<file path="config.mk">
export PLATFORM = sky130hd
export DESIGN_NAME = ecp_ext_regs
export DESIGN_NICKNAME = d
export VERILOG_FILES = /design/src/rtl/ecp_pkg.sv /design/src/rtl/ecp_byte_fifo.sv /design/src/rtl/ecp_cfg_regs.sv /design/src/rtl/ecp_ext_regs.sv
export SDC_FILE = /design/constraint.sdc
export NUM_CORES = 1
export LEC_CHECK = 0
export ABC_AREA = 1
export BUFFER_PORTS_ARGS = -buffer_cell sky130_fd_sc_hd__buf_2
export CAP_MARGIN = 20
export CORE_MARGIN = 3
export CORE_UTILIZATION = 55
export CTS_BUF_LIST = sky130_fd_sc_hd__clkbuf_8
export CTS_CLUSTER_SIZE = 28
export DETAILED_ROUTE_END_ITERATION = 16
export MAX_ROUTING_LAYER = met4
export PLACE_DENSITY = 0.83
export SYNTH_ARGS = -nofsm -noshare
export SYNTH_HDL_FRONTEND = slang
export SYNTH_SLANG_ARGS = --single-unit
</file>
<file path="constraint.sdc">
create_clock -name clk -period 1.8 [get_ports clk]
set_input_delay 0.09 -clock clk [delete_from_list [all_inputs] [get_ports clk]]
set_output_delay 0.09 -clock clk [all_outputs]
set_load 0.05 [all_outputs]
</file>
<file path="src/rtl/ecp_pkg.sv">
// Shared definitions for the extended parallel-port register window.
// Assumes a 3-bit byte offset and byte-wide data.
package ecp_pkg;
    typedef enum logic [2:0] {
        MODE_COMPAT  = 3'd0,
        MODE_BYTE    = 3'd1,
        MODE_PPFIFO  = 3'd2,
        MODE_ECPFIFO = 3'd3,
        MODE_EPP     = 3'd4,
        MODE_RSVD    = 3'd5,
        MODE_TEST    = 3'd6,
        MODE_CONFIG  = 3'd7
    } ecp_mode_e;

    localparam int          OFS_W       = 3;
    localparam logic [2:0]  OFS_DATA    = 3'd0;
    localparam logic [2:0]  OFS_CFGB    = 3'd1;
    localparam logic [2:0]  OFS_MODE    = 3'd2;
    localparam logic [7:0]  UNUSED_BYTE = 8'hFF;
endpackage

</file>
<file path="src/rtl/ecp_byte_fifo.sv">
// Small circular byte queue with a flush input and an occupancy counter.
// Push when full and pop when empty are dropped. Flush takes priority.
// Assumes push and pop are never requested in the same cycle.
module ecp_byte_fifo #(
    parameter int DEPTH = 2,
    parameter int W     = 8
) (
    input  logic         clk,
    input  logic         rst_n,
    input  logic         flush,
    input  logic         push,
    input  logic         pop,
    input  logic [W-1:0] din,
    output logic [W-1:0] dout,
    output logic         empty,
    output logic         full
);
    localparam int PW = (DEPTH > 1) ? $clog2(DEPTH) : 1;
    localparam int CW = $clog2(DEPTH + 1);
    localparam logic [PW-1:0] LAST_IDX = PW'(DEPTH - 1);
    localparam logic [CW-1:0] FULL_CNT = CW'(DEPTH);

    logic [W-1:0]  slot [DEPTH];
    logic [PW-1:0] wptr, rptr;
    logic [CW-1:0] count;
    logic          take_push, take_pop;

    // Accept requests only when they can be served
    always_comb begin
        take_push = push && (count != FULL_CNT) && !flush;
        take_pop  = pop && (count != '0) && !flush;
    end

    // One storage byte per entry, loaded when the write pointer selects it
    for (genvar i = 0; i < DEPTH; i++) begin : g_slot
        always_ff @(posedge clk) begin
            if (!rst_n)
                slot[i] <= '0;
            else if (take_push && (wptr == PW'(i)))
                slot[i] <= din;
        end
    end

    // Pointer and occupancy bookkeeping, with wrap at the last entry
    always_ff @(posedge clk) begin
        if (!rst_n || flush) begin
            wptr  <= '0;
            rptr  <= '0;
            count <= '0;
        end else begin
            if (take_push) begin
                wptr  <= (wptr == LAST_IDX) ? '0 : wptr + 1'b1;
                count <= count + 1'b1;
            end
            if (take_pop) begin
                rptr  <= (rptr == LAST_IDX) ? '0 : rptr + 1'b1;
                count <= count - 1'b1;
            end
        end
    end

    assign dout  = slot[rptr];
    assign empty = (count == '0);
    assign full  = (count == FULL_CNT);

    a_r7_no_overflow: assert property (@(posedge clk) disable iff (!rst_n)
        count <= FULL_CNT);
    a_r7_full_push_kept: assert property (@(posedge clk) disable iff (!rst_n)
        (full && push && !flush) |=> (full && $stable(rptr)));
    a_r8_empty_pop_kept: assert property (@(posedge clk) disable iff (!rst_n)
        (empty && pop && !push && !flush) |=> empty);
    a_r3_flush_empties: assert property (@(posedge clk) disable iff (!rst_n)
        flush |=> (empty && !full));
    a_r2_flags_exclusive: assert property (@(posedge clk) disable iff (!rst_n)
        !(empty && full));
endmodule

</file>
<file path="src/rtl/ecp_cfg_regs.sv">
// Mode field, configuration byte and plain data byte of the window.
// Raises flush in the cycle of a mode write that changes the mode.
// Assumes one access per cycle.
module ecp_cfg_regs
    import ecp_pkg::*;
#(
    parameter int W = 8
) (
    input  logic             clk,
    input  logic             rst_n,
    input  logic             wr_en,
    input  logic [OFS_W-1:0] addr,
    input  logic [W-1:0]     wdata,
    output ecp_mode_e        mode,
    output logic [W-1:0]     cfgb,
    output logic [W-1:0]     plain,
    output logic             flush
);
    ecp_mode_e new_mode;

    // Decode the requested mode and detect an actual change
    always_comb begin
        new_mode = ecp_mode_e'(wdata[W-1 -: 3]);
        flush    = wr_en && (addr == OFS_MODE) && (new_mode != mode);
    end

    // Register updates for the three writable locations
    always_ff @(posedge clk) begin
        if (!rst_n) begin
            mode  <= MODE_COMPAT;
            cfgb  <= '0;
            plain <= '0;
        end else if (wr_en) begin
            if (addr == OFS_MODE)
                mode <= new_mode;
            if (addr == OFS_CFGB)
                cfgb <= wdata;
            if ((addr == OFS_DATA) && (mode != MODE_TEST))
                plain <= wdata;
        end
    end

    a_r4_flush_only_on_change: assert property (@(posedge clk) disable iff (!rst_n)
        flush |=> (mode != $past(mode)));
    a_r10_cfgb_hold: assert property (@(posedge clk) disable iff (!rst_n)
        !(wr_en && addr == OFS_CFGB) |=> $stable(cfgb));
endmodule

</file>
<file path="src/rtl/ecp_ext_regs.sv">
// Top of the extended register window. Routes offset 0 to the FIFO in
// test mode, builds the mode/status byte and registers the read data.
// Assumes wr_en and rd_en are never high in the same cycle.
module ecp_ext_regs
    import ecp_pkg::*;
#(
    parameter int DEPTH = 2,
    parameter int W     = 8
) (
    input  logic             clk,
    input  logic             rst_n,
    input  logic             wr_en,
    input  logic             rd_en,
    input  logic [OFS_W-1:0] addr,
    input  logic [W-1:0]     wdata,
    output logic [W-1:0]     rdata
);
    ecp_mode_e    mode;
    logic [W-1:0] cfgb, plain, fifo_out, last_pop, status_byte;
    logic         flush, push, pop, empty, full, fifo_port;

    ecp_cfg_regs #(.W(W)) i_cfg (
        .clk(clk), .rst_n(rst_n), .wr_en(wr_en), .addr(addr), .wdata(wdata),
        .mode(mode), .cfgb(cfgb), .plain(plain), .flush(flush)
    );

    ecp_byte_fifo #(.DEPTH(DEPTH), .W(W)) i_fifo (
        .clk(clk), .rst_n(rst_n), .flush(flush), .push(push), .pop(pop),
        .din(wdata), .dout(fifo_out), .empty(empty), .full(full)
    );

    // Steer offset-0 accesses to the FIFO when in test mode
    always_comb begin
        fifo_port   = (addr == OFS_DATA) && (mode == MODE_TEST);
        push        = wr_en && fifo_port;
        pop         = rd_en && fifo_port;
        status_byte = {mode, {(W-5){1'b0}}, full, empty};
    end

    // Registered read data and the byte most recently popped
    always_ff @(posedge clk) begin
        if (!rst_n) begin
            rdata    <= '0;
            last_pop <= '0;
        end else if (rd_en) begin
            case (addr)
                OFS_DATA: begin
                    if (mode != MODE_TEST)
                        rdata <= plain;
                    else if (!empty) begin
                        rdata    <= fifo_out;
                        last_pop <= fifo_out;
                    end else
                        rdata <= last_pop;
                end
                OFS_CFGB: rdata <= cfgb;
                OFS_MODE: rdata <= status_byte;
                default:  rdata <= UNUSED_BYTE;
            endcase
        end
    end

    a_r12_rdata_hold: assert property (@(posedge clk) disable iff (!rst_n)
        !rd_en |=> $stable(rdata));
    a_r8_empty_pop_stale: assert property (@(posedge clk) disable iff (!rst_n)
        (pop && empty) |=> (rdata == $past(last_pop)));
    a_r9_plain_no_fifo: assert property (@(posedge clk) disable iff (!rst_n)
        (wr_en && addr == OFS_DATA && mode != MODE_TEST) |=> ($stable(empty) && $stable(full)));
endmodule

</file>
==> summary.md <==
| Metric | Value |
|---|---|
| CP Class | `flop to flop` |
| Post-synth top area share | `28.7%` |
| WP data required | `1.78 ns` |
| Final wirelength | `6090 um` |
| Worst EP arrival | `1.60 ns` |
| # fillers | `456` |
| Number of I/O port buffers | `22` |
| First DRT Iteration DRCs | `191` |
| Post-Syn Area per Cell | `7.83 um^2` |
| Max H-tree Level | `2` |
| Final setup TNS | `0 ns` |
| FF-to-FF End | `i_fifo.slot[0][2]$_SDFFCE_PN0P_` |
| Post_cts resized | `0` |
| Vias | `2339` |
| Area contributors post-synth | `dfxtp_1 29%, edfxtp_1 17%, nand2_1 12%, inv_1 5.6%, a21oi_1 5.2%` |
| TritonCTS Buffers | `5` |
| Most common cell on crit path | `nand2_1` |
| Die ar. | `0.00597 mm^2` |
| Post-DP HPWL | `4690 um` |
| CP max FO | `8` |
| Critical path's slowest cell | `dfxtp_1` |
| Final setup vio count | `0` |
| Worst reg2reg path startpoint | `i_cfg.mode[0]$_SDFFE_PN0P_` |
| Clk Latency, worst-skew pair | `0.31 ns` |
| DRT Pass-1 Iters | `4` |
| YS warnings | `0` |
| Post-synthesis sequential area ratio | `45.9%` |
| Global-route usage over all layers | `22.2%` |
| Hold-fix buffers, CTS | `0` |
| Synth top cells by count | `93 x nand2_1, 42 x inv_1, 40 x dfxtp_1` |
| Core Box Area | `0.00482 mm^2` |
| Final Hold Fails | `0` |
| Dpl cells | `440` |
| Area used by multi-input combinational logic | `0.00126 mm^2` |
| Non-filler cells, final | `448` |
| Slew HR | `63.3%` |
| Actual slew at the worst max-slew pin | `0.548 ns` |
| First-pass GRT wire length | `10200 um` |
| Fmax achieved | `618 MHz` |
| Sequential cell area | `0.00128 mm^2` |
| Slew Viols, Final | `0` |
| Total gr overflow | `0` |
| Initial core utilization | `58.0%` |
| Min-delay worst type | `primary input to flop` |
| DRT antenna net count | `0` |
| CP peak stage delay | `0.34 ns` |
| Synth Register Bits | `56` |
| Hold depth | `3` |
| Die Y | `77.3 um` |
| Number of global-route vias before repair | `2291` |
| WL/cell | `13.6 um` |
| Worst IR Drop VDD | `0.581 mV` |
| R2R Setup Slk | `0.18 ns` |
| Leak Pwr | `1.34 nW` |
| CTS tree | `done` |
| Yosys top cell by area | `dfxtp_1` |
| Status | `finished clean` |
| Share of layout cells above drive strength 1 | `20.2%` |
| Crit share post-route | `89.9%` |
| RSZ-0062 raised after global routing | `false` |
| GPL Wtd Cong | `0.892` |
| # rows | `25` |
| # nets final | `395` |
| CP Launch Type | `flop` |
| Clk slew on worst S/H paths | `0.10 ns` |
| Placement Cell Area | `0.00294 mm^2` |
| Cell count after synthesis | `357` |
| Worst Hold End | `i_cfg.plain[4]$_SDFFE_PN0P_` |
| Skew final | `0.0132 ns` |
| Synth cell types | `30` |
| Most frequent cell after synthesis | `nand2_1` |
| DRC | `0` |
| Final Instance Area | `0.00304 mm^2` |
| Initial antenna violation count | `0` |
| Final min period | `1.62 ns` |
| EDFF count, synth | `16` |
| Root Buffer | `clkbuf_8` |
| CP cell instances | `inv_1 > nand3_2 > nor2_8 > nand2_4 > inv_2 > nand2_1 > nand2_1` |
| Area growth syn-to-layout | `8.64%` |
| Vias/cell | `5.22` |
| PD cells | `757 mW/mm^2` |
| Die X | `77.3 um` |
| Maximum clock path buffer count | `2` |
| Number of max-cap violations | `0` |
| Postcts setup bufs | `0` |
| Num ports | `23` |
| R2r worst-path depth | `7` |
| Main synth FF type | `dfxtp_1` |
| Diode count | `0` |
| Worst setup EP type | `flop` |
| Post-synth net total | `372` |
| Clk sinks | `56` |
| Worst Hold Launch | `wdata[4]` |
| Mapped Area | `0.00279 mm^2` |
| Largest net degree at the start of global routing | `26` |
| Asr flop ratio synth | `0%` |
## worst max-delay path: cells and delay by family (launching register included)
| kind | cells | cell delay [ns] |
|---|---|---|
| simple gates | 5 | 0.73 |
| flops | 1 | 0.34 |
| buf+inv | 2 | 0.23 |
## stage by stage
step	total power, mW	util [%]	hold WS [ns]	setup WS [ns]
global route	2.39	63.0	0.0912	0.0587
detailed placement	1.62	61.1	0.411	0.200
floorplan	1.55	-	0.228	0.196
finish	2.30	63.0	0.0861	0.181
global placement	1.62	61.1	0.405	0.259
CTS	2.31	63.0	0.0779	0.180
## where the power goes
group          leakage, nW  internal, mW  switching [mW]
sequential           0.491          1.33          0.0164
combinational        0.795        0.0654           0.181
clock               0.0529         0.309           0.396
total                 1.34          1.71           0.593
## per-layer routing
metal	routed length, um	share of wire, %	vias up	global-route usage [%]
met5	0	0	-	-
met4	183	3.0	0	8.19
met3	352	5.8	16	5.16
met2	2900	48	70	37.4
met1	2650	44	1069	25.9
li1	-	-	1184	-
## layout make-up
| type | instances | area share (%) |
|---|---|---|
| Inverter | 44 | 5.44 |
| Clock buffer | 6 | 2.72 |
| Clock inverter | 2 | 0.330 |
| Tap cell | 67 | 2.76 |
| Multi-Input combinational cell | 246 | 41.7 |
| Timing Repair Buffer | 27 | 4.86 |
| Sequential cell | 56 | 42.2 |
## logic make-up after synthesis
kind of cell / share of synthesized area [%]
flip-flops: 45.9
AND/OR/NAND/NOR: 32.7
XOR/XNOR: 0.314
AO/OA/AOI/OAI: 12.2
buffers and inverters: 8.87
## layout by cell type, fill, tap and decap left out
cell type and count:
nand2_1 93, nor2_8 2, o21ai_0 15, or2_2 1, buf_4 5, edfxtp_1 16, a21boi_0 1, clkbuf_8 6
inv_2 2, a21oi_2 9, o21a_1 1, nand3_1 27, o21ai_1 1, nand3b_1 1, xnor2_1 1, dfxtp_1 40
nand3_4 1, a21oi_1 29, nand2_2 5, nor2_1 33, nand3_2 5, inv_1 43, buf_2 22, nor2_2 9
a21boi_2 2, inv_4 1, nor2_4 3, nand2_4 4, nand4_1 3
## how the worst max path moves through the flow
stage          slack [ns]                  startpoint                              end  cells past startpoint
5_1_grt              0.06  i_cfg.mode[0]$_SDFFE_PN0P_  i_fifo.slot[0][5]$_SDFFCE_PN0P_                      7
3_3_place_gp         0.26  i_cfg.mode[1]$_SDFFE_PN0P_  i_fifo.slot[0][0]$_SDFFCE_PN0P_                      6
6_report             0.18  i_cfg.mode[0]$_SDFFE_PN0P_  i_fifo.slot[0][2]$_SDFFCE_PN0P_                      7
2_1_floorplan        0.20  i_cfg.mode[1]$_SDFFE_PN0P_  i_fifo.slot[1][0]$_SDFFCE_PN0P_                      4
3_5_place_dp         0.20  i_cfg.mode[0]$_SDFFE_PN0P_  i_fifo.slot[0][3]$_SDFFCE_PN0P_                      7
4_1_cts              0.18  i_cfg.mode[0]$_SDFFE_PN0P_  i_fifo.slot[0][2]$_SDFFCE_PN0P_                      7
## state kept, by name (all words and copies together), names as in the netlist, named ones only
register and flops:
i_cfg.cfgb 8, i_cfg.mode 3, i_cfg.plain 8, i_fifo.count 2, i_fifo.rptr 1, i_fifo.slot 16, i_fifo.wptr 1, last_pop 8
rdata 8
Note: power is estimated with default switching activity, not from simulation.
